## config.mk

```make
export PLATFORM = sky130hd
export DESIGN_NAME = sync_serial_rx
export DESIGN_NICKNAME = d
export VERILOG_FILES = /design/src/rtl/sync_rx_pkg.sv /design/src/rtl/rx_frame_fsm.sv /design/src/rtl/rx_hold_status.sv /design/src/rtl/sync_serial_rx.sv
export SDC_FILE = /design/constraint.sdc
export NUM_CORES = 1
export LEC_CHECK = 0
export BUFFER_PORTS_ARGS = -buffer_cell sky130_fd_sc_hd__buf_2
export CELL_PAD_IN_SITES_DETAIL_PLACEMENT = 2
export CELL_PAD_IN_SITES_GLOBAL_PLACEMENT = 2
export CORE_UTILIZATION = 28
export DETAILED_ROUTE_END_ITERATION = 10
export PLACE_DENSITY = 0.66
export SETUP_SLACK_MARGIN = 0.4
export SYNTH_ARGS = -nofsm -noshare
export SYNTH_HDL_FRONTEND = slang
export SYNTH_SLANG_ARGS = --single-unit
```

## constraint.sdc

```tcl
create_clock -name clk -period 3.94 [get_ports clk]
set_input_delay 0.591 -clock clk [delete_from_list [all_inputs] [get_ports clk]]
set_output_delay 0.591 -clock clk [all_outputs]
set_load 0.005 [all_outputs]
```

## src/rtl/sync_rx_pkg.sv

```systemverilog
package sync_rx_pkg;
    typedef enum logic [1:0] {
        ST_IDLE = 2'd0,
        ST_DATA = 2'd1,
        ST_PAR  = 2'd2,
        ST_STOP = 2'd3
    } rx_state_e;

    localparam logic [1:0] PAR_NONE = 2'd0;
    localparam logic [1:0] PAR_EVEN = 2'd1;
    localparam logic [1:0] PAR_ODD  = 2'd2;
endpackage

```

## src/rtl/rx_frame_fsm.sv

```systemverilog
module rx_frame_fsm
    import sync_rx_pkg::*;
#(
    parameter int unsigned DATA_W = 8
) (
    input  logic              clk,
    input  logic              rst_n,
    input  logic              baud_en,
    input  logic              rxd,
    input  logic [1:0]        par_mode,
    output logic              done_o,
    output logic [DATA_W-1:0] data_o,
    output logic              par_bad_o,
    output logic              frm_bad_o
);
    localparam int unsigned CNT_W = (DATA_W > 1) ? $clog2(DATA_W) : 1;
    localparam logic [CNT_W-1:0] LAST_BIT = CNT_W'(DATA_W - 1);

    typedef struct packed {
        rx_state_e         state;
        logic [CNT_W-1:0]  cnt;
        logic [DATA_W-1:0] sr;
        logic              acc;
        logic              par_bad;
        logic              frm_bad;
        logic              done;
        logic [DATA_W-1:0] data_out;
    } fsm_t;

    fsm_t r_q, r_d;
    logic par_on;

    assign par_on = (par_mode == PAR_EVEN) || (par_mode == PAR_ODD);

    always_comb begin
        r_d      = r_q;
        r_d.done = 1'b0;
        if (baud_en) begin
            case (r_q.state)
                ST_IDLE: begin
                    if (!rxd) begin
                        r_d.state   = ST_DATA;
                        r_d.cnt     = '0;
                        r_d.acc     = 1'b0;
                        r_d.par_bad = 1'b0;
                    end
                end
                ST_DATA: begin
                    r_d.sr  = {rxd, r_q.sr[DATA_W-1:1]};
                    r_d.acc = r_q.acc ^ rxd;
                    r_d.cnt = r_q.cnt + 1'b1;
                    if (r_q.cnt == LAST_BIT) begin
                        r_d.state = par_on ? ST_PAR : ST_STOP;
                    end
                end
                ST_PAR: begin
                    r_d.par_bad = rxd != (r_q.acc ^ (par_mode == PAR_ODD));
                    r_d.state   = ST_STOP;
                end
                default: begin
                    r_d.done     = 1'b1;
                    r_d.frm_bad  = !rxd;
                    r_d.data_out = r_q.sr;
                    r_d.state    = ST_IDLE;
                end
            endcase
        end
    end

    always_ff @(posedge clk) begin
        if (!rst_n) begin
            r_q       <= '0;
            r_q.state <= ST_IDLE;
        end else begin
            r_q <= r_d;
        end
    end

    assign done_o    = r_q.done;
    assign data_o    = r_q.data_out;
    assign par_bad_o = r_q.par_bad;
    assign frm_bad_o = r_q.frm_bad;

    AST_NO_STEP_WITHOUT_BAUD: assert property (@(posedge clk) disable iff (!rst_n)
        !baud_en |=> $stable(r_q.state) && $stable(r_q.sr));
    AST_DONE_SINGLE: assert property (@(posedge clk) disable iff (!rst_n)
        done_o |=> !done_o);
endmodule

```

## src/rtl/rx_hold_status.sv

```systemverilog
module rx_hold_status #(
    parameter int unsigned DATA_W = 8
) (
    input  logic              clk,
    input  logic              rst_n,
    input  logic              done_i,
    input  logic [DATA_W-1:0] data_i,
    input  logic              par_bad_i,
    input  logic              frm_bad_i,
    input  logic              rd_i,
    input  logic              ctl_wr_i,
    input  logic              ctl_rst_stat_i,
    output logic [DATA_W-1:0] hold_o,
    output logic              ready_o,
    output logic              ovr_o,
    output logic              perr_o,
    output logic              ferr_o
);
    typedef struct packed {
        logic [DATA_W-1:0] hold;
        logic              ready;
        logic              ovr;
        logic              perr;
        logic              ferr;
    } stat_t;

    stat_t s_q, s_d;
    logic  clr;

    assign clr = ctl_wr_i && ctl_rst_stat_i;

    always_comb begin
        s_d = s_q;
        if (clr) begin
            s_d.ovr  = 1'b0;
            s_d.perr = 1'b0;
            s_d.ferr = 1'b0;
        end
        if (rd_i) begin
            s_d.ready = 1'b0;
        end
        if (done_i) begin
            s_d.hold  = data_i;
            s_d.ready = 1'b1;
            if (s_q.ready && !rd_i) s_d.ovr  = 1'b1;
            if (par_bad_i)          s_d.perr = 1'b1;
            if (frm_bad_i)          s_d.ferr = 1'b1;
        end
    end

    always_ff @(posedge clk) begin
        if (!rst_n) s_q <= '0;
        else        s_q <= s_d;
    end

    assign hold_o  = s_q.hold;
    assign ready_o = s_q.ready;
    assign ovr_o   = s_q.ovr;
    assign perr_o  = s_q.perr;
    assign ferr_o  = s_q.ferr;

    AST_READY_AFTER_DONE: assert property (@(posedge clk) disable iff (!rst_n)
        done_i |=> ready_o);
    AST_READ_CLEARS: assert property (@(posedge clk) disable iff (!rst_n)
        rd_i && !done_i |=> !ready_o);
    AST_HOLD_KEEPS: assert property (@(posedge clk) disable iff (!rst_n)
        !done_i |=> $stable(hold_o));
    AST_OVR_STICKY: assert property (@(posedge clk) disable iff (!rst_n)
        ovr_o && !clr |=> ovr_o);
    AST_NO_OVR_ON_READ: assert property (@(posedge clk) disable iff (!rst_n)
        done_i && rd_i && !ovr_o |=> !ovr_o && ready_o);
    AST_FRAME_FLAG: assert property (@(posedge clk) disable iff (!rst_n)
        done_i && frm_bad_i |=> ferr_o && ready_o);
    AST_CLEAR_ALL: assert property (@(posedge clk) disable iff (!rst_n)
        clr && !done_i |=> !ovr_o && !perr_o && !ferr_o);
endmodule

```

## src/rtl/sync_serial_rx.sv

```systemverilog
module sync_serial_rx
    import sync_rx_pkg::*;
#(
    parameter int unsigned DATA_W = 8
) (
    input  logic              clk,
    input  logic              rst_n,
    input  logic              baud_en,
    input  logic              rxd,
    input  logic [1:0]        par_mode,
    input  logic              rd_hold,
    input  logic              ctl_wr,
    input  logic              ctl_rst_stat,
    output logic [DATA_W-1:0] hold_data,
    output logic              rx_ready,
    output logic              ovr_err,
    output logic              par_err,
    output logic              frm_err
);
    logic              done_w;
    logic [DATA_W-1:0] data_w;
    logic              par_bad_w;
    logic              frm_bad_w;

    rx_frame_fsm #(.DATA_W(DATA_W)) frame_i (
        .clk       (clk),
        .rst_n     (rst_n),
        .baud_en   (baud_en),
        .rxd       (rxd),
        .par_mode  (par_mode),
        .done_o    (done_w),
        .data_o    (data_w),
        .par_bad_o (par_bad_w),
        .frm_bad_o (frm_bad_w)
    );

    rx_hold_status #(.DATA_W(DATA_W)) status_i (
        .clk            (clk),
        .rst_n          (rst_n),
        .done_i         (done_w),
        .data_i         (data_w),
        .par_bad_i      (par_bad_w),
        .frm_bad_i      (frm_bad_w),
        .rd_i           (rd_hold),
        .ctl_wr_i       (ctl_wr),
        .ctl_rst_stat_i (ctl_rst_stat),
        .hold_o         (hold_data),
        .ready_o        (rx_ready),
        .ovr_o          (ovr_err),
        .perr_o         (par_err),
        .ferr_o         (frm_err)
    );
endmodule

```

# After elaboration in Yosys (flattened, before gate mapping)
# Cells that the tools add are included.
# classes
eq_ne	8
n_addsub	1
reduce_logical	16
n_mux	15
n_bitwise	3
# ops
op	n
two-way mux 9 bit	1
AND reduction 3 bit	3
one-hot mux 2 bit (3 select lines)	1
one-hot mux 3 bit (2 select lines)	1
AND reduction 2 bit	3
nonzero test 2 bit	3
two-way mux 1 bit	5
two-way mux 5 bit	1
equality test 2 x 1 -> 1 bit (second input constant)	2
equality test 2 bit (second input constant)	2
two-way mux 2 bit	2
two-way mux 4 bit	1
one-hot mux 1 bit (2 select lines)	2
adder 3 x 1 -> 3 bit (second input constant)	1
equality test 3 bit (second input constant)	1
two-way mux 3 bit	1
OR reduction 3 bit	1
logical AND 1 bit	2
zero test 1 bit	2
zero test 2 bit	1
inequality test 2 x 1 -> 1 bit (second input constant)	1
inequality test 2 bit (second input constant)	1
bitwise XOR 1 bit	2
logical OR 1 bit	1
other kinds (2)	2
# word_totals
word_cells	56
inputBits	9
out_inout_bits	12
register_bits	37

# Depth between registers and ports, before layout
# Gate-level depths: netlist of run 1.
# depth
ltp_word	5
mapped_depth	7
depth_no_buf	5

# Modules after synthesis
# From an unflattened synthesis of run 1, not the netlist that was laid out.
# unflattened
hier_cells	183
area_unflattened_um2	1651.6
# modules_own_cells
module	n_inst	cells_each	area_per_inst_um2	seq_area_each_um2
rx_frame_fsm	1	141	1199.9	500.5
rx_hold_status	1	42	451.7	240.2

# Worst setup path after synthesis of run 1
# OpenSTA, ideal clock, no wires.
# synth_path
path_type	input-to-reg
startpoint	in par_mode[0]
endpoint	reg frame_i.r_q[23] in the netlist's numbering
arrival_time_ps	1416
path_buffers	0
setup_time_ps	70
path_stages	5
setup_slack_ps	2454
required_ps	3870
cell_sequence	inv_1 -> ha_1 -> nand2_1 -> a2111o_1 -> a21oi_1
# synth_between
elab_chain_cells	5
elab_cells_between_ends	6
cone_classes	eq/ne: 2; mux: 3; reduce/logical: 1
# synth_lines
item	line	rtl
start: declaration	sync_serial_rx.sv:10	input logic [1:0] par_mode,
equality test 2 x 1 -> 1 bit / equality test 2 bit (equally long branches)	rx_frame_fsm.sv:33	assign par_on = (par_mode == PAR_EVEN) || (par_mode == PAR_ODD);
logical OR 1 bit (*)	rx_frame_fsm.sv:33	
two-way mux 1 bit (*)	rx_frame_fsm.sv:53	r_d.state = par_on ? ST_PAR : ST_STOP;
two-way mux 2 bit (*)	rx_frame_fsm.sv:52	if (r_q.cnt == LAST_BIT) begin
one-hot mux 2 bit (3 select lines) (*)	rx_frame_fsm.sv:39	case (r_q.state)
end signal: assignment	rx_frame_fsm.sv:75	r_q <= r_d;
end: declaration	rx_frame_fsm.sv:30	fsm_t r_q, r_d;
# Mark *: on every way between the ends. The rest lies on a longest branch, timed or not. The select of a mux whose other input is x is not followed.
# A chain may end at the register's enable or synchronous reset.

# Worst setup path after layout of run 1
# layout_path
startpoint	reg frame_i.r_q[23] in the netlist's numbering
endpoint	reg frame_i.r_q[22] in the netlist's numbering
# layout_between
elab_chain_cells	3
elab_cells_between_ends	6
cone_classes	eq/ne: 2; mux: 1; reduce/logical: 3
# layout_lines
item	line
equality test 2 x 1 -> 1 bit / zero test 2 bit (equally long branches)	rx_frame_fsm.sv:39
nonzero test 2 bit (no source line) / inequality test 2 bit (equally long branches)	-
AND reduction 3 bit (no source line)	-
# Parallel ways exist; a longest one is shown, timed or not.

==> flow_summary.yaml, run 1 <==
run_status:
  status: "completed"
detailed_routing:
  route.detailed.drc: 0
  vias_per_cell: 4.75
  wire_per_inst_um: 13.1
  drt-pass1-iter-count: 4
  drtAntennaViolNets: 0
  drt_wl_total_mm: 3.46
  vias: 1248
  drt-initial-drc-count: 34
global_routing:
  grt_overflow: 0
  grt_max_degree: 38
  grt_util_all_layers: 0.138
  grt_pass1_vias: 1332
  antenna_found_initial: 0
  grt_first_pass_wirelength_mm: 5.82
final_layout:
  fin_util: 0.337
  nets: 209
  n_antenna_cell: 0
  fill_cells: 613
  final_layout_size_suffix_gt1_frac: 0.155
  area_growth_pct: 15.5
cts:
  path_clk_slew_ns: 0.07
  cts_resized: 0
  holdBufCountCts: 0
  cts_buffer_depth: 2
  clkSinkCount: 37
  htreeDepth: 2
  post_cts_buffers: 0
  cts_buffers: 5
  tritoncts: "done"
  cts_root_buf: "clkbuf_8"
  clk_latency_ns: 0.28
synthesis:
  synth_seq_cells: 37
  syn_area_sq_um: 1500
  synthDistinctLibCells: 29
  synthFlopType: "dfxtp_1"
  async_flop_share: 0
  synth_edf_count: 0
  avgSynthCellArea_sq_um: 8.66
  postSynthCellCount: 173
  synth_common_cells: "38 x nand2_1, 37 x dfxtp_1, 24 x a21oi_1"
  synth_area_leaders: "dfxtp_1 49%, nand2_1 9.5%, a21oi_1 8.0%, ha_1 6.7%, mux2i_1 5.3%"
  synth_nets: 190
  yosysWarnings: 0
  synth.top_cell.area_share: 0.494
  yosysTopAreaCell: "dfxtp_1"
  ys_seq_area_frac: 0.494
  yosysMostFrequentCell: "nand2_1"
pwr:
  switching_share: 0.245
  power_frac_clock: 0.370
  ir_worst_vdd_v: 0.000161
  seq_power_share: 0.556
  combPwrFrac: 0.075
  p_leak_nw: 0.658
  switching_power_mw: 0.168
  internal_power_mw: 0.517
  power.density_nw_per_um2: 395
worst_setup_path:
  cp.required_ns: 4.15
  arrival_ns: 1.87
  cp_max_fo: 7
  path_class: "register to register"
  end_kind: "register"
  cp-start-kind: "register"
timing:
  fin_crit_sh: 0.420
  min_period_ns: 1.65
  rsz0062_at_grt: "false"
  setup_tns_ns: 0
  hold_viol: 0
  final.setup_skew_ns: 0.00314
  worst_pin_slew_ns: 0.632
  relSlewSlack: 0.578
  setup_violations: 0
  fmax_ghz: 0.605
  final_max_slew_viol_count: 0
placement:
  port-buffer-count: 20
  dp_hpwl_mm: 2.52
  gp_congestion: 0.659
floorplanning:
  die_y_um: 75.2
  rows: 26
  io-pin-count: 21
  fp.coreArea_sq_um: 5140
  initial_utilization: 0.292
  die_x_um: 75.2
  dieArea_sq_um: 5650
hold_path:
  hold_class: "register to register"
flow_run:
  cap_violations: 0
-- state kept, by name, summed over array words and instances (netlist names) --
name	flops
status_i.ready_o	1
status_i.ferr_o	1
status_i.hold_o	8
frame_i.done_o	1
frame_i.par_bad_o	1
status_i.perr_o	1
frame_i.r_q	14
frame_i.data_o	8
frame_i.frm_bad_o	1
status_i.ovr_o	1
-- cells in the final DEF, fill, tap and decap left out --
cell | Yosys | layout
a2111o_1 | 1 | 1
a21bo_4 | 1 | 1
a21boi_0 | 1 | 1
a21oi_1 | 24 | 24
a22oi_1 | 3 | 3
a31o_2 | 1 | 1
a31oi_1 | 1 | 1
and2_0 | 1 | 1
and2_1 | 1 | 1
buf_2 | 3 | 20
clkbuf_1 | 2 | 1
clkbuf_8 | 0 | 5
clkinv_2 | 0 | 2
dfxtp_1 | 37 | 37
ha_1 | 8 | 8
inv_1 | 4 | 4
inv_2 | 1 | 1
mux2i_1 | 8 | 8
nand2_1 | 38 | 38
nand2b_1 | 1 | 1
nand3_1 | 2 | 2
nand3b_1 | 3 | 3
nand4_1 | 1 | 1
nor2_1 | 16 | 16
nor2b_1 | 3 | 3
nor3_1 | 1 | 1
o21ai_0 | 6 | 6
or3_1 | 1 | 1
xnor2_1 | 1 | 1
-- power by group through the flow --
stage | logic (mW) | clock network, mW | registers (mW)
finish | 0.0511 | 0.253 | 0.381
floorplan | 0.0377 | 0 | 0.388
CTS | 0.0527 | 0.269 | 0.380
global placement | 0.0499 | 0 | 0.389
detailed placement | 0.0524 | 0 | 0.389
global route | 0.0585 | 0.284 | 0.381
-- area by class of cell --
type | instances | area, sq um | area share
clock buffers | 6 | 72.6 | 0.0419
clock inverters | 2 | 10.0 | 0.00578
inverters | 5 | 18.8 | 0.0108
multi-input cells | 123 | 702 | 0.405
flip-flops and latches | 37 | 741 | 0.428
well taps | 70 | 87.6 | 0.0506
repair buffers | 20 | 100 | 0.0578
-- cell families after synthesis --
family | synth area share
AO/OA/AOI/OAI | 0.149
XOR/XNOR | 0.00584
adder cells (fa/ha/maj) | 0.0668
buffers and inverters | 0.0376
flip-flops | 0.494
multiplexers | 0.0534
AND/OR/NAND/NOR | 0.194
-- per-stage QoR --
step | power [mW] | hold WS, ns | instance area, sq um | std cells | worst slack, ns
2_1_floorplan | 0.426 | 0.432 | 1500 | 173 | 2.45
3_3_place_gp | 0.439 | 0.444 | 1650 | 255 | 2.34
3_5_place_dp | 0.442 | 0.451 | 1650 | 255 | 2.24
4_1_cts | 0.702 | 0.462 | 1730 | 263 | 2.22
5_1_grt | 0.724 | 0.490 | 1730 | 263 | 2.13
6_report | 0.685 | 0.460 | 1730 | 263 | 2.29
-- worst paths after layout --
check | startpoint | to | slack [ns] | depth (start not counted)
worst max-delay path | frame_i.r_q[23] | frame_i.r_q[22] | 2.29 | 5
worst min-delay path | frame_i.data_o[3] | frame_i.data_o[3] | 0.46 | 2
worst max register to register | frame_i.r_q[23] | frame_i.r_q[22] | 2.29 | 5
worst min register to register | frame_i.data_o[3] | frame_i.data_o[3] | 0.46 | 2
-- per-layer routing --
layer	track usage	part of all wire	vias to the layer above
li1	-	-	621
met1	0.144	0.45	603
met2	0.261	0.50	18
met3	0.0361	0.030	6
met4	0.0556	0.017	0
met5	0	0	-
-- critical path, stage by stage, from the launching register on --
cell and delay [ns]:
dfxtp_1 0.41, inv_1 0.10, ha_1 0.30, a21boi_0 0.47
nand3_1 0.15, a21oi_1 0.16
No activity file was read; power rests on OpenSTA's default activity.
==> run 2: changes to the inputs <==
- ABC_AREA: unset -> 1
- PLACE_DENSITY: 0.66 -> 0.71
- clock period: 3.94 -> 1.5 ns (I/O delays scaled with it)
==> run 2 against run 1 <==
Effect of this change: global-route usage up 1.8 points; utilization up 5.5 points; critical path type unchanged; sequential share of layout area down 5.3 points; via count up 6.9%; final cell count up 11%; synthesized area down 0.58%; largest power group unchanged; combinational power rose to 6.7 times the previous value; synthesized cell count up 12%.
==> flow_summary.yaml, run 2 <==
synthesis:
  avgSynthCellArea_sq_um: 7.72
  syn_area_sq_um: 1490
  synth_nets: 210
  synthFlopType: "dfxtp_1"
  yosysTopAreaCell: "dfxtp_1"
  synthDistinctLibCells: 20
  synth_seq_cells: 37
  synth_top_family_by_area: "simple AND/OR/NAND/NOR gates"
  synth_adder_area_share: 0.0672
  yosys-mux-area-fraction: 0
  postSynthCellCount: 193
  synth_compound_gate_area_share: 0.134
  synth_common_cells: "55 x nor2_1, 37 x dfxtp_1, 24 x nand2_1"
  yosysMostFrequentCell: "nor2_1"
  synth_area_leaders: "dfxtp_1 50%, nor2_1 14%, o21ai_0 7.7%, ha_1 6.7%, nand2_1 6.0%"
  synthSimpleGateAreaFrac: 0.249
  ys_seq_area_frac: 0.497
  async_flop_share: 0
  synth.top_cell.area_share: 0.497
  yosysWarnings: 0
  synth_xor_xnor_area_share: 0
  synth_edf_count: 0
pwr:
  ir_worst_vdd_v: 0.000370
  p_leak_nw: 0.852
  power.density_nw_per_um2: 1150
  power.total_mw: 2.31
worst_setup_path:
  reg2reg_slack_ns: 0.32
  cp.required_ns: 1.72
  arrival_ns: 1.39
  cp_max_fo: 5
  cp_cell_sequence: "inv_4 -> ha_4 -> nand2_4 -> nand2_8 -> nor2_4 -> nand3_2 -> a21oi_2"
  end_kind: "register"
  critPathSlowestCell: "dfxtp_4"
  cp-start-kind: "register"
  slowest_delay_ns: 0.40
  path_class: "register to register"
timing:
  fin_crit_sh: 0.784
  fmax_ghz: 0.850
  rsz0062_at_grt: "true"
  final.setup_skew_ns: 0.00526
  setup_violations: 0
  final_max_slew_viol_count: 0
  worst_pin_slew_ns: 0.353
  hold_viol: 0
  min_period_ns: 1.18
  relSlewSlack: 0.763
  setup_tns_ns: 0
  holdWs_ns: 0.210
global_routing:
  grt_first_pass_wirelength_mm: 6.55
  grt_overflow: 0
  grt_max_degree: 20
  antenna_found_initial: 0
  grt_pass1_vias: 1421
  grt_util_all_layers: 0.156
floorplanning:
  fp.coreArea_sq_um: 5110
  die_x_um: 75.0
  initial_utilization: 0.292
  io-pin-count: 21
  dieArea_sq_um: 5620
  die_y_um: 75.0
  rows: 26
placement:
  gp_congestion: 0.731
  dp_hpwl_mm: 2.90
  port-buffer-count: 20
  dp_cells: 281
final_layout:
  seq_area_sq_um: 751
  layout.cells.most_common: "nor2_1"
  final_cell_mix: "50 x nor2_1, 33 x dfxtp_1, 21 x o21ai_0"
  fill_cells: 595
  fin_util: 0.392
  largest_register: "frame_i.r_q"
  largest_register_ffs: 14
  area_growth_pct: 34.4
  instances_no_fill: 291
  n_antenna_cell: 0
  final_layout_size_suffix_gt1_frac: 0.335
  multi_input_area_sq_um: 833
  nets: 237
detailed_routing:
  vias_per_cell: 4.58
  vias: 1334
  drt-pass1-iter-count: 4
  drt_wl_total_mm: 3.87
  drt-initial-drc-count: 43
  route.detailed.drc: 0
  drtAntennaViolNets: 0
  wire_per_inst_um: 13.3
cts:
  path_clk_slew_ns: 0.08
  clk_latency_ns: 0.29
  clkSinkCount: 37
  htreeDepth: 2
  tritoncts: "done"
  cts_buffer_depth: 2
  cts_buffers: 5
  holdBufCountCts: 0
  cts_root_buf: "clkbuf_8"
hold_path:
  hold_class: "input pin to register"
run_status:
  status: "completed"
flow_run:
  cap_violations: 0
-- run 2: cell count changes after synthesis, moves of 4 or more --
cell,before,now
a21oi_1,24,10
inv_1,4,10
mux2i_1,8,0
nand2_1,38,24
nand2_2,0,4
nor2_1,16,55
o21ai_0,6,23
-- run 2: critical path, delay by kind of cell, from the launching register on --
kind / cells / cell delay [ns]
AND/OR/NAND/NOR: 4 / 0.37
adder cells (fa/ha/maj): 1 / 0.17
AO/OA/AOI/OAI: 1 / 0.11
buffers and inverters: 1 / 0.05
flip-flops: 1 / 0.40
-- run 2: path summary, 6_finish.rpt --
path                                       from          endpoint  depth (start not counted)
worst max-delay path            frame_i.r_q[24]   frame_i.r_q[11]                          7
worst min-delay path                    rd_hold  status_i.ready_o                          4
worst min register to register  status_i.perr_o   status_i.perr_o                          2
worst max register to register  frame_i.r_q[24]   frame_i.r_q[11]                          7
-- run 2: logic make-up after synthesis --
family                   after synthesis
AND/OR/NAND/NOR                       91
AO/OA/AOI/OAI                         38
flip-flops                            37
buffers and inverters                 19
adder cells (fa/ha/maj)                8
-- run 2: where the power goes --
part	total, mW	internal (mW)	leakage, nW	switching, mW
clock	0.904	0.541	0.0574	0.363
combinational	0.344	0.134	0.493	0.210
sequential	1.06	1.02	0.302	0.0401
-- run 2: area by class of cell --
| class | count | area share |
|---|---|---|
| clock buffer | 6 | 0.0412 |
| clock inverter | 2 | 0.0187 |
| inverter | 15 | 0.0406 |
| multi-input combinational | 137 | 0.416 |
| sequential | 37 | 0.375 |
| tap | 70 | 0.0437 |
| timing repair buffer | 24 | 0.0650 |
-- run 2: layer usage --
layer | up-vias | global-route usage | share of wire
met5 | - | 0 | 0
met3 | 5 | 0.0402 | 0.027
li1 | 673 | - | -
met2 | 14 | 0.288 | 0.55
met4 | 0 | 0.0440 | 0.0088
met1 | 642 | 0.176 | 0.41
-- run 2: repair_timing --
action                                  4_1_cts  5_1_grt
endpoints found under the hold margin         0        0
gates resized for setup                      30       18
endpoints found under the setup margin       24       24
setup buffers                                 1        1
pin swaps                                    14        8
-- run 2: through the flow --
stage                     setup WS, ns  cell area, sq um
after floorplan                  0.389              1520
after global placement           0.300              1700
after detailed placement         0.216              1700
after CTS                        0.329              1940
after global routing             0.271              2000
final                            0.324              2000
==> run 3: changes to the inputs <==
- PLACE_DENSITY: 0.71 -> 0.69
- clock period: 1.5 -> 1.2 ns (I/O delays scaled with it)
==> run 3 against run 2 <==
Effect of this change: critical path depth unchanged; non-clock buffer count up 6; sequential cell count unchanged; clock-buffer cell count unchanged; design area up 2.9%; final cell count up 2.4%; largest power group unchanged.
==> flow_summary.yaml, run 3 (same netlist as run 2, synthesis figures left out) <==
run_status:
  status: "completed"
worst_setup_path:
  reg2reg_to: "frame_i.r_q[11]"
  cp.required_ns: 1.42
  arrival_ns: 1.39
  ff2ff_path_depth: 7
  cp_max_fo: 5
  cp-start-kind: "register"
  path_class: "register to register"
  end_kind: "register"
  reg2reg_slack_ns: 0.03
  regToRegStartpoint: "frame_i.r_q[23]"
detailed_routing:
  drtAntennaViolNets: 0
  vias: 1348
  drt-pass1-iter-count: 4
  drt_wl_total_mm: 4.34
  drt-initial-drc-count: 23
  wire_per_inst_um: 14.6
  route.detailed.drc: 0
  vias_per_cell: 4.52
floorplanning:
  fp.coreArea_sq_um: 5110
  rows: 26
  initial_utilization: 0.292
  dieArea_sq_um: 5620
  die_y_um: 75.0
  die_x_um: 75.0
  io-pin-count: 21
cts:
  tritoncts: "done"
  cts_buffers: 5
  path_clk_slew_ns: 0.08
  cts_buffer_depth: 2
  holdBufCountCts: 0
  cts_root_buf: "clkbuf_8"
  clk_latency_ns: 0.29
  htreeDepth: 2
  clkSinkCount: 37
pwr:
  p_leak_nw: 0.888
  power_frac_clock: 0.323
  switching_share: 0.289
  power.density_nw_per_um2: 1270
  internal_power_mw: 1.86
  combPwrFrac: 0.168
  seq_power_share: 0.509
  power.total_mw: 2.61
  switching_power_mw: 0.754
  ir_worst_vdd_v: 0.000525
final_layout:
  area_growth_pct: 38.4
  design_area_sq_um: 2060
  largest_register: "frame_i.r_q"
  largest_register_ffs: 14
  n_antenna_cell: 0
  final_cell_mix: "48 x nor2_1, 21 x nand2_1, 21 x dfxtp_1"
  final_layout_size_suffix_gt1_frac: 0.386
  layout.cells.most_common: "nor2_1"
  nets: 244
timing:
  final.setup_skew_ns: 0.00787
  min_period_ns: 1.17
  fmax_ghz: 0.853
  setup_violations: 0
  relSlewSlack: 0.753
  rsz0062_at_grt: "true"
  fin_crit_sh: 0.977
  worst_pin_slew_ns: 0.369
  final_max_slew_viol_count: 0
  hold_viol: 0
flow_run:
  cap_violations: 0
placement:
  port-buffer-count: 20
  dp_hpwl_mm: 2.97
  place_area_sq_um: 1760
  gp_congestion: 0.772
global_routing:
  antenna_found_initial: 0
  grt_overflow: 0
  grt_pass1_vias: 1424
  grt_max_degree: 20
  grt_util_all_layers: 0.166
  grt_first_pass_wirelength_mm: 6.79
hold_path:
  hold_end: "status_i.ready_o"
  hold_class: "input pin to register"
  holdPathStages: 4
  min_from: "rd_hold"
-- run 3: cell type report --
cell class | count | area (sq um)
timing repair inverter | 1 | 3.75
fill | 592 | 3050
timing repair buffer | 30 | 233
clock buffer | 6 | 72.6
inverter | 15 | 80.1
multi-input combinational | 137 | 805
sequential | 37 | 771
tap | 70 | 87.6
clock inverter | 2 | 10.0
-- run 3: per-stage QoR --
stage	worst slack (ns)	TNS [ns]	hold WS [ns]	instances	utilization
after detailed placement	-0.0111	-0.0111	0.463	281	0.345
after global placement	0.0515	0	0.445	281	0.345
after CTS	0.0327	0	0.142	295	0.385
after floorplan	0.140	0	0.270	193	-
after global routing	-0.0228	-0.0742	0.168	298	0.404
final	0.0276	0	0.158	298	0.404
-- run 3: worst max-delay path by stage --
stage                     from               to  slack (ns)  cells past startpoint
3_5_place_dp   frame_i.r_q[23]  frame_i.r_q[23]       -0.01                      8
3_3_place_gp   frame_i.r_q[24]  frame_i.r_q[24]        0.05                      6
6_report       frame_i.r_q[23]  frame_i.r_q[11]        0.03                      7
2_1_floorplan  frame_i.r_q[23]  frame_i.r_q[23]        0.14                      8
5_1_grt        frame_i.r_q[23]  frame_i.r_q[11]       -0.02                      7
4_1_cts        frame_i.r_q[23]  frame_i.r_q[11]        0.03                      7
-- run 3: per-layer routing --
metal  up-vias  GRT usage  part of all wire
met5         -          0                 0
met4         0     0.0503            0.0069
met3         4     0.0442             0.027
met2        21      0.312              0.54
met1       635      0.180              0.43
li1        688          -                 -
-- run 3: what timing repair did --
action	CTS	global route
setup endpoints to repair	48	48
cloned	1	1
pin swaps	11	4
gates resized for setup	38	23
setup buffers	5	2
-- run 3: critical path: stages, from the launching register on --
cell	delay, ns
dfxtp_4	0.39
inv_4	0.05
ha_4	0.16
nand2_4	0.08
nand2_8	0.07
nor2_4	0.13
nand3_2	0.09
a21oi_2	0.12
-- run 3: power by group through the flow --
stage	logic [mW]	clock network [mW]	registers [mW]
after floorplan	0.267	0	1.34
after global placement	0.338	0	1.35
after detailed placement	0.361	0	1.36
after CTS	0.421	0.875	1.33
after global routing	0.486	0.938	1.34
final	0.439	0.845	1.33
